==> config.mk <==
export PLATFORM = sky130hd
export DESIGN_NAME = sflash_cmd_front
export DESIGN_NICKNAME = d
export VERILOG_FILES = /design/src/rtl/sfc_pkg.sv /design/src/rtl/sfc_sync.sv /design/src/rtl/sfc_ctrl.sv /design/src/rtl/sfc_datapath.sv /design/src/rtl/sflash_cmd_front.sv
export SDC_FILE = /design/constraint.sdc
export NUM_CORES = 1
export LEC_CHECK = 0
export BUFFER_PORTS_ARGS = -buffer_cell sky130_fd_sc_hd__buf_2
export CAP_MARGIN = 20
export CORE_ASPECT_RATIO = 1.1
export CORE_UTILIZATION = 55
export DETAILED_ROUTE_END_ITERATION = 10
export PLACE_DENSITY = 0.8
export SLEW_MARGIN = 25
export SYNTH_ARGS = -nofsm -noshare
export SYNTH_HDL_FRONTEND = slang
export SYNTH_SLANG_ARGS = --single-unit
==> constraint.sdc <==
create_clock -name clk -period 3.1 [get_ports clk]
set_clock_uncertainty 0.2 [all_clocks]
set_input_delay 0.31 -clock clk [delete_from_list [all_inputs] [get_ports clk]]
set_output_delay 0.31 -clock clk [all_outputs]
set_load 0.02 [all_outputs]
==> src/rtl/sfc_pkg.sv <==
package sfc_pkg;
  localparam logic [7:0] OP_ENTER_QUAD = 8'h35;
  localparam logic [7:0] OP_EXIT_QUAD  = 8'hF5;
  localparam int NIB_W = 4;

  typedef enum logic {MODE_SINGLE = 1'b0, MODE_QUAD = 1'b1} busMode_e;

  typedef struct packed {
    logic sampleEn;  // rising serial edge to be taken
    logic launchEn;  // falling serial edge to be taken
    logic clearSeq;  // deselected: drop sequence state
    logic quad;      // four-line framing active
  } seqCtl_t;
endpackage

==> src/rtl/sfc_sync.sv <==
module sfc_sync #(
  parameter int W = 1,
  parameter int STAGES = 2,
  parameter logic [W-1:0] RST_VAL = '0
) (
  input  logic         clk,
  input  logic         rstN,
  input  logic [W-1:0] din,
  output logic [W-1:0] dout
);
  generate
    for (genvar b = 0; b < W; b++) begin : g_bit
      logic [STAGES-1:0] chain;
      always_ff @(posedge clk or negedge rstN) begin
        if (!rstN) chain <= {STAGES{RST_VAL[b]}};
        else       chain <= {chain[STAGES-2:0], din[b]};
      end
      assign dout[b] = chain[STAGES-1];
    end
  endgenerate
endmodule

==> src/rtl/sfc_ctrl.sv <==
module sfc_ctrl
  import sfc_pkg::*;
(
  input  logic       clk,
  input  logic       rstN,
  input  logic       sckS,
  input  logic       ceS,
  input  logic       holdS,
  input  logic       swReset,
  input  logic       opValid,
  input  logic [7:0] opcode,
  output seqCtl_t    ctl,
  output logic       selected,
  output logic       paused,
  output logic       qpiMode
);
  logic sckD, ceD, armed;
  busMode_e mode;
  logic riseEvt, fallEvt;

  assign riseEvt  = sckS & ~sckD;
  assign fallEvt  = ~sckS & sckD;
  assign selected = armed & ~ceS;
  assign paused   = selected & (mode == MODE_SINGLE) & ~holdS;
  assign qpiMode  = (mode == MODE_QUAD);

  always_comb begin
    ctl.sampleEn = selected & ~paused & riseEvt;
    ctl.launchEn = selected & ~paused & fallEvt;
    ctl.clearSeq = ~selected;
    ctl.quad     = (mode == MODE_QUAD);
  end

  always_ff @(posedge clk or negedge rstN) begin
    if (!rstN) begin
      sckD  <= 1'b0;
      ceD   <= 1'b0;
      armed <= 1'b0;
      mode  <= MODE_SINGLE;
    end else begin
      sckD <= sckS;
      ceD  <= ceS;
      if (ceD && !ceS) armed <= 1'b1;
      if (swReset) begin
        mode <= MODE_SINGLE;
      end else if (opValid) begin
        if (mode == MODE_SINGLE && opcode == OP_ENTER_QUAD) mode <= MODE_QUAD;
        else if (mode == MODE_QUAD && opcode == OP_EXIT_QUAD) mode <= MODE_SINGLE;
      end
    end
  end
endmodule

==> src/rtl/sfc_datapath.sv <==
module sfc_datapath
  import sfc_pkg::*;
#(
  parameter int DATA_W = 8
) (
  input  logic              clk,
  input  logic              rstN,
  input  seqCtl_t           ctl,
  input  logic              selected,
  input  logic              paused,
  input  logic [NIB_W-1:0]  ioS,
  input  logic [DATA_W-1:0] txByte,
  input  logic              txEn,
  output logic              opValid,
  output logic              byteValid,
  output logic [DATA_W-1:0] rxByte,
  output logic              txTake,
  output logic [NIB_W-1:0]  ioOut,
  output logic [NIB_W-1:0]  ioOe
);
  localparam int CNT_W = $clog2(DATA_W) + 1;
  localparam logic [CNT_W-1:0] FULL = CNT_W'(DATA_W);

  logic [DATA_W-1:0] rxShift, shiftNext, txShifted;
  logic [CNT_W-1:0]  rxCnt, txIdx, step, rxCntNext, txIdxNext;
  logic              gotOp, txActive;
  logic [NIB_W-1:0]  outReg, pieceNext;

  assign step      = ctl.quad ? CNT_W'(NIB_W) : CNT_W'(1);
  assign rxCntNext = rxCnt + step;
  assign txIdxNext = txIdx + step;
  assign txShifted = txByte << txIdx;

  always_comb begin
    if (ctl.quad) begin
      shiftNext = {rxShift[DATA_W-NIB_W-1:0], ioS};
      pieceNext = txShifted[DATA_W-1 -: NIB_W];
    end else begin
      shiftNext = {rxShift[DATA_W-2:0], ioS[0]};
      pieceNext = {2'b00, txShifted[DATA_W-1], 1'b0};
    end
  end

  always_comb begin
    if (txActive && txEn && selected && !paused) begin
      ioOe  = ctl.quad ? {NIB_W{1'b1}} : NIB_W'(4'b0010);
      ioOut = outReg;
    end else begin
      ioOe  = '0;
      ioOut = '0;
    end
  end

  always_ff @(posedge clk or negedge rstN) begin
    if (!rstN) begin
      rxShift   <= '0;
      rxCnt     <= '0;
      rxByte    <= '0;
      gotOp     <= 1'b0;
      opValid   <= 1'b0;
      byteValid <= 1'b0;
      txIdx     <= '0;
      txActive  <= 1'b0;
      txTake    <= 1'b0;
      outReg    <= '0;
    end else begin
      opValid   <= 1'b0;
      byteValid <= 1'b0;
      txTake    <= 1'b0;
      if (ctl.clearSeq) begin
        rxCnt    <= '0;
        gotOp    <= 1'b0;
        txIdx    <= '0;
        txActive <= 1'b0;
      end else begin
        if (ctl.sampleEn) begin
          rxShift <= shiftNext;
          if (rxCntNext == FULL) begin
            rxCnt     <= '0;
            rxByte    <= shiftNext;
            opValid   <= ~gotOp;
            byteValid <= gotOp;
            gotOp     <= 1'b1;
          end else begin
            rxCnt <= rxCntNext;
          end
        end
        if (ctl.launchEn && txEn) begin
          txActive <= 1'b1;
          outReg   <= pieceNext;
          if (txIdxNext == FULL) begin
            txIdx  <= '0;
            txTake <= 1'b1;
          end else begin
            txIdx <= txIdxNext;
          end
        end
      end
    end
  end
endmodule

==> src/rtl/sflash_cmd_front.sv <==
module sflash_cmd_front
  import sfc_pkg::*;
#(
  parameter int SYNC_STAGES = 2,
  parameter int DATA_W = 8
) (
  input  logic              clk,
  input  logic              rstN,
  input  logic              swReset,
  input  logic              sckIn,
  input  logic              ceN,
  input  logic [3:0]        ioIn,
  input  logic [DATA_W-1:0] txByte,
  input  logic              txEn,
  output logic              opValid,
  output logic              byteValid,
  output logic [DATA_W-1:0] rxByte,
  output logic              qpiMode,
  output logic              txTake,
  output logic [3:0]        ioOut,
  output logic [3:0]        ioOe
);
  localparam int SYNC_W = NIB_W + 2;
  localparam logic [SYNC_W-1:0] SYNC_RST = {4'b1000, 1'b0, 1'b0};

  logic [SYNC_W-1:0] syncOut;
  logic sckS, ceS, selected, paused;
  logic [NIB_W-1:0] ioS;
  seqCtl_t ctl;

  sfc_sync #(.W(SYNC_W), .STAGES(SYNC_STAGES), .RST_VAL(SYNC_RST)) u_sync (
    .clk(clk), .rstN(rstN), .din({ioIn, ceN, sckIn}), .dout(syncOut)
  );
  assign {ioS, ceS, sckS} = syncOut;

  sfc_ctrl u_ctrl (
    .clk(clk), .rstN(rstN), .sckS(sckS), .ceS(ceS), .holdS(ioS[3]),
    .swReset(swReset), .opValid(opValid), .opcode(rxByte[7:0]),
    .ctl(ctl), .selected(selected), .paused(paused), .qpiMode(qpiMode)
  );

  sfc_datapath #(.DATA_W(DATA_W)) u_dp (
    .clk(clk), .rstN(rstN), .ctl(ctl), .selected(selected), .paused(paused),
    .ioS(ioS), .txByte(txByte), .txEn(txEn), .opValid(opValid),
    .byteValid(byteValid), .rxByte(rxByte), .txTake(txTake),
    .ioOut(ioOut), .ioOe(ioOe)
  );
endmodule

==> results of run 1 <==
==> flip-flops by register name, summed over array words and instances, names as in the netlist <==
signal / flops
u_dp.outReg: 4
u_dp.txIdx: 4
u_dp.rxShift: 7
u_dp.rxCnt: 4
u_dp.gotOp: 1
u_ctrl.armed: 1
u_dp.byteValid: 1
u_ctrl.qpiMode: 1
u_ctrl.ceD: 1
u_dp.txTake: 1
u_dp.rxByte: 8
u_sync.g_bit.chain: 12
u_dp.opValid: 1
u_dp.txActive: 1
u_ctrl.sckD: 1
==> Yosys cell counts (2+ instances only) <==
library cell	instances
nor3_1	3
buf_2	4
a31oi_1	4
nand2_1	13
a21oi_1	9
and2_1	5
mux2_4	2
nor2b_1	3
dfstp_2	2
clkbuf_1	2
nor2_1	11
mux2i_1	16
buf_4	2
mux4_2	2
mux2_2	6
dfrtp_1	46
xor2_1	2
nand3b_1	3
and4b_1	2
buf_6	2
ha_1	6
o21ai_0	8
inv_1	11
==> metrics by stage <==
stage          std cells  hold WS (ns)
2_1_floorplan        186        -0.186
3_3_place_gp         267         0.132
3_5_place_dp         267         0.136
4_1_cts              281        0.0114
5_1_grt              282        0.0672
6_report             282        0.0740
==> how the worst max path moves through the flow <==
stage	end	cells past startpoint
2_1_floorplan	u_dp.rxByte[0]$_DFFE_PN0P_	9
5_1_grt	u_dp.rxByte[6]$_DFFE_PN0P_	7
4_1_cts	u_dp.rxByte[6]$_DFFE_PN0P_	7
6_report	u_dp.rxByte[6]$_DFFE_PN0P_	7
3_3_place_gp	u_dp.rxByte[6]$_DFFE_PN0P_	6
3_5_place_dp	u_dp.rxByte[6]$_DFFE_PN0P_	7
==> critical path, stage by stage (launching register included) <==
cell      delay [ns]
dfrtp_1         0.41
inv_1           0.14
ha_1            0.25
ha_1            0.21
xor2_1          0.17
or3_4           0.35
nand3b_4        0.27
mux2_4          0.34
==> cell families after synthesis <==
family                   synth area share
buffers and inverters              0.0477
flip-flops                          0.540
multiplexers                        0.148
AND/OR/NAND/NOR                     0.137
adder cells (fa/ha/maj)            0.0337
AO/OA/AOI/OAI                      0.0820
XOR/XNOR                           0.0118
==> timing repair <==
action                                 4_1_cts  5_1_grt
endpoints found under the hold margin        6       46
setup endpoints to repair                    0        0
hold buffers                                 6        1
==> power by group <==
part	internal (W)	switching, W	leakage (nW)	total [W]
Clock	0.000183	0.000199	0.0484	0.000382
Sequential	0.000669	0.0000272	0.609	0.000696
Combinational	0.0000618	0.0000604	0.669	0.000122
==> layer usage <==
layer  part of all wire  up-vias  track usage
li1                   -      736            -
met1               0.48      712        0.261
met2               0.46       37        0.300
met3              0.040        6       0.0526
met4              0.018        0       0.0872
met5                  0        -            0
==> cell type report <==
cell class	instances	area (um2)
flip-flops and latches	48	1200
clock buffers	7	86.3
clock inverters	1	8.76
fillers	285	1160
well taps	50	62.6
repair buffers	48	288
inverters	11	41.3
multi-input cells	117	918
==> results.py, run 1 <==
metrics = {
    "grt": {
        "antenna_found_initial": 0,
        "grt_max_degree": 49,
        "grt_pass1_vias": 1339,
        "gr-total-overflow": 0,
        "track_usage": 0.195,
        "grt_pass1_wl_um": 6200,
    },
    "clocking": {
        "path_clk_slew_ns": 0.09,
        "cts_tree": "built",
        "cts_resized": 0,
        "cts-buffers-inserted": 5,
        "clock_latency_ns": 0.31,
        "cts_buffer_depth": 2,
        "cts_sinks": 48,
        "htree_levels": 2,
        "postCtsSetupRepairBufs": 0,
        "cts-root-buf": "clkbuf_8",
    },
    "hold_path": {
        "hold_class": "in -> reg",
        "hp-start": "swReset",
        "min_path_cells": 2,
        "min_to": "u_ctrl.qpiMode$_DFFE_PN0P_",
    },
    "logic_synthesis": {
        "synthFlopType": "dfrtp_1",
        "yosysSeqAreaShare": 0.540,
        "syn_nets": 210,
        "yosysTopAreaCellShare": 0.517,
        "ys_types": 45,
        "yosysTopAreaCell": "dfrtp_1",
        "yosysWarnings": 0,
        "ys_ff_latch": 48,
        "syn_area_um2": 2230,
        "synthArstFlopShare": 1.00,
        "synth_edf_count": 0,
        "syn_avg_cell_area_um2": 12.0,
        "yosys-top-cells-area": "dfrtp_1 (52%), mux2i_1 (7.2%), ha_1 (3.4%)",
        "syn_inst": 186,
    },
    "route": {
        "vias_per_cell": 5.29,
        "vias": 1491,
        "drc": 0,
        "drt_first_pass_iters": 4,
        "drt_iter0_markers": 95,
        "wl_per_cell_um": 13.6,
        "ant_nets": 0,
        "wl_um": 3840,
    },
    "power_and_ir_drop": {
        "ir_drop_v": 0.000344,
        "p_leak_nw": 1.33,
        "power.total_w": 0.00120,
        "power.density_nw_per_um2": 460,
    },
    "die": {
        "fp.dieW_um": 62.7,
        "std_cell_rows": 23,
        "die_height_um": 68.8,
        "pin_count": 38,
        "start_util": 0.591,
        "dieArea_um2": 4310,
        "core_region_area_um2": 3770,
    },
    "sta": {
        "rsz0062_at_grt": "no",
        "tightest_slew_ns": 0.582,
        "fmax_mhz": 412,
        "finalCriticalPeriod_ns": 2.43,
        "maxSlewViolCount": 0,
        "fin_ws_ns": 0.671,
        "fin_crit_sh": 0.784,
        "finalSetupViolCount": 0,
        "hold_viol_final": 0,
        "relSlewSlack": 0.612,
        "fin_tns_setup_ns": 0,
    },
    "placement": {
        "dp_hpwl_um": 2740,
        "place_ws_ns": 0.684,
        "place_area_um2": 2440,
        "placement.io_buffers": 37,
        "gp_congestion": 0.831,
    },
    "worst_setup_path": {
        "timing.critical_path.from_type": "register",
        "arrival_ns": 2.43,
        "cp.required_ns": 3.10,
        "end_kind": "register",
        "path_class": "reg -> reg",
        "startpoint": "u_ctrl.qpiMode$_DFFE_PN0P_",
        "r2r-end": "u_dp.rxByte[6]$_DFFE_PN0P_",
        "r2r_start": "u_ctrl.qpiMode$_DFFE_PN0P_",
        "reg2regPathDepth": 7,
        "path_max_fanout": 11,
        "r2r_setup_slack_ns": 0.67,
    },
    "finish": {
        "antenna_cells": 0,
        "utilization": 0.692,
        "final_cell_mix": "dfrtp_1 (46), buf_2 (36), mux2i_1 (16)",
        "final_net_count": 255,
        "drive_gt1_frac": 0.289,
        "areaGrowthSynthToFinish_pct": 17.1,
        "finalInstanceArea_um2": 2610,
        "mostFrequentLayoutCell": "dfrtp_1",
    },
    "run_status": {
        "outcome": "complete, no violations",
    },
    "run": {
        "drv_cap": 0,
    },
}
No activity file was read; power rests on OpenSTA's default activity.
==> run 2: changes to the inputs <==
Settings changed: CORE_UTILIZATION 55 to 50, PLACE_DENSITY 0.8 to 0.77.
Clock period 3.1 ns to 2.2 ns, I/O delays scaled along.
==> results.py, run 2 (synthesized netlist as in run 1, its figures left out) <==
metrics = {
    "worst_setup_path": {
        "worst-path-buf-inv": 1,
        "arrival_ns": 2.16,
        "path_class": "reg -> reg",
        "crit_chain": "inv_8, ha_4, ha_4, xor2_1, or3_4, nand3b_4, mux2_4",
        "end_kind": "register",
        "cpPeakStageDelay_ns": 0.49,
        "timing.critical_path.from_type": "register",
        "cp.required_ns": 2.19,
        "critPathTopFamily": "simple AND/OR/NAND/NOR gates",
        "slowest_stage": "dfrtp_2",
        "r2r_setup_slack_ns": 0.03,
        "cp.depth": 7,
        "reg2regPathDepth": 7,
        "path_max_fanout": 5,
        "crit_top_cell": "ha_4",
    },
    "die": {
        "std_cell_rows": 25,
        "pin_count": 38,
        "fp.dieW_um": 65.7,
        "start_util": 0.520,
        "die_height_um": 72.0,
        "dieArea_um2": 4730,
        "core_region_area_um2": 4290,
    },
    "finish": {
        "finalInstanceArea_um2": 2820,
        "mostFrequentLayoutCell": "dfrtp_1",
        "final_cell_mix": "dfrtp_1 (45), buf_2 (37), mux2i_1 (16)",
        "drive_gt1_frac": 0.359,
        "largest_reg_flops": 12,
        "top_register": "u_sync.g_bit.chain",
        "final_net_count": 268,
        "antenna_cells": 0,
        "largestRegisters": "u_sync.g_bit.chain x12, u_dp.rxByte x8, u_dp.rxShift x7",
        "areaGrowthSynthToFinish_pct": 26.4,
    },
    "run": {
        "drv_cap": 0,
    },
    "placement": {
        "dp_hpwl_um": 2930,
        "placement.io_buffers": 37,
        "place_area_um2": 2550,
        "place_ws_ns": 0.0526,
        "gp_congestion": 0.810,
    },
    "sta": {
        "relSlewSlack": 0.537,
        "hold_viol_final": 0,
        "finalCriticalPeriod_ns": 2.17,
        "fin_ws_ns": 0.0343,
        "fin_crit_sh": 0.984,
        "rsz0062_at_grt": "yes",
        "fin_tns_setup_ns": 0,
        "maxSlewViolCount": 0,
        "fmax_mhz": 462,
        "finalSetupViolCount": 0,
        "tightest_slew_ns": 0.694,
    },
    "route": {
        "dr_wl_met2_um": 2000,
        "vias_per_cell": 5.15,
        "dr.max_layer_used": "met4",
        "drt_first_pass_iters": 4,
        "vias": 1541,
        "drt_iter0_markers": 46,
        "wl_um": 4140,
        "drc": 0,
        "met3WireLength_um": 144,
        "ant_nets": 0,
        "wl_per_cell_um": 13.8,
        "met1_length_um": 1960,
    },
    "grt": {
        "grt_pass1_wl_um": 7090,
        "grt_max_degree": 34,
        "track_usage": 0.200,
        "grt_pass1_vias": 1484,
        "antenna_found_initial": 0,
        "gr-total-overflow": 0,
    },
    "clocking": {
        "path_clk_slew_ns": 0.09,
        "cts_sinks": 48,
        "clock_latency_ns": 0.30,
        "cts_tree": "built",
        "htree_levels": 2,
        "cts_buffer_depth": 2,
        "cts-root-buf": "clkbuf_8",
        "cts-buffers-inserted": 5,
    },
    "power_and_ir_drop": {
        "ir_drop_v": 0.000542,
        "p_leak_nw": 1.40,
        "power.density_nw_per_um2": 651,
    },
    "hold_path": {
        "min_path_cells": 0,
        "hold_class": "reg -> reg",
    },
    "run_status": {
        "outcome": "complete, no violations",
    },
}
==> run 2: path summary, 6_finish.rpt <==
path / to / start
setup / recovery: u_dp.rxByte[0]$_DFFE_PN0P_ / u_ctrl.qpiMode$_DFFE_PN0P_
hold / removal: u_sync.g_bit[2].chain[1]$_DFF_PN0_ / u_sync.g_bit[2].chain[0]$_DFF_PN0_
setup reg to reg: u_dp.rxByte[0]$_DFFE_PN0P_ / u_ctrl.qpiMode$_DFFE_PN0P_
hold reg to reg: u_sync.g_bit[2].chain[1]$_DFF_PN0_ / u_sync.g_bit[2].chain[0]$_DFF_PN0_
max in group asynchronous: u_dp.txTake$_DFF_PN0_ / rstN
min in group asynchronous: u_dp.rxByte[5]$_DFFE_PN0P_ / rstN
==> run 2: layout make-up <==
type / instances / area [um2]
multi-input combinational: 117 / 968
sequential: 48 / 1200
tap: 54 / 67.6
inverter: 11 / 48.8
clock buffer: 6 / 82.6
clock inverter: 2 / 38.8
timing repair buffer: 61 / 405
fill: 326 / 1470
==> run 2: repair_timing <==
action | 4_1_cts | 5_1_grt
hold buffers | 8 | 0
hold endpoints to repair | 36 | 0
gates resized for setup | 2 | 5
setup buffers | 0 | 4
setup endpoints to repair | 7 | 9
pin swaps | 1 | 1
==> run 2: routing by layer <==
metal / vias up / GRT usage
met5: - / 0
met4: 0 / 0.0580
met3: 4 / 0.0519
met2: 33 / 0.312
met1: 737 / 0.277
li1: 767 / -
==> run 2: worst reg2reg max path, delay by kind of cell, from the launching register on <==
family | cells | cell delay [ns]
multiplexers | 1 | 0.32
adder cells (fa/ha/maj) | 2 | 0.31
flip-flops | 1 | 0.49
AND/OR/NAND/NOR | 2 | 0.56
buffers and inverters | 1 | 0.05
XOR/XNOR | 1 | 0.15
==> run 2: metrics by stage <==
step	total power, W	util	std cells	hold slack [ns]
2_1_floorplan	0.00110	-	186	-0.276
3_3_place_gp	0.00116	0.596	279	0.103
3_5_place_dp	0.00117	0.596	279	0.107
4_1_cts	0.00185	0.644	295	0.155
5_1_grt	0.00192	0.657	299	0.162
6_report	0.00183	0.657	299	0.152
==> run 2: where the power goes <==
part	switching, W	internal [W]
logic	0.0000940	0.0000976
registers	0.0000402	0.000943
clock network	0.000288	0.000372
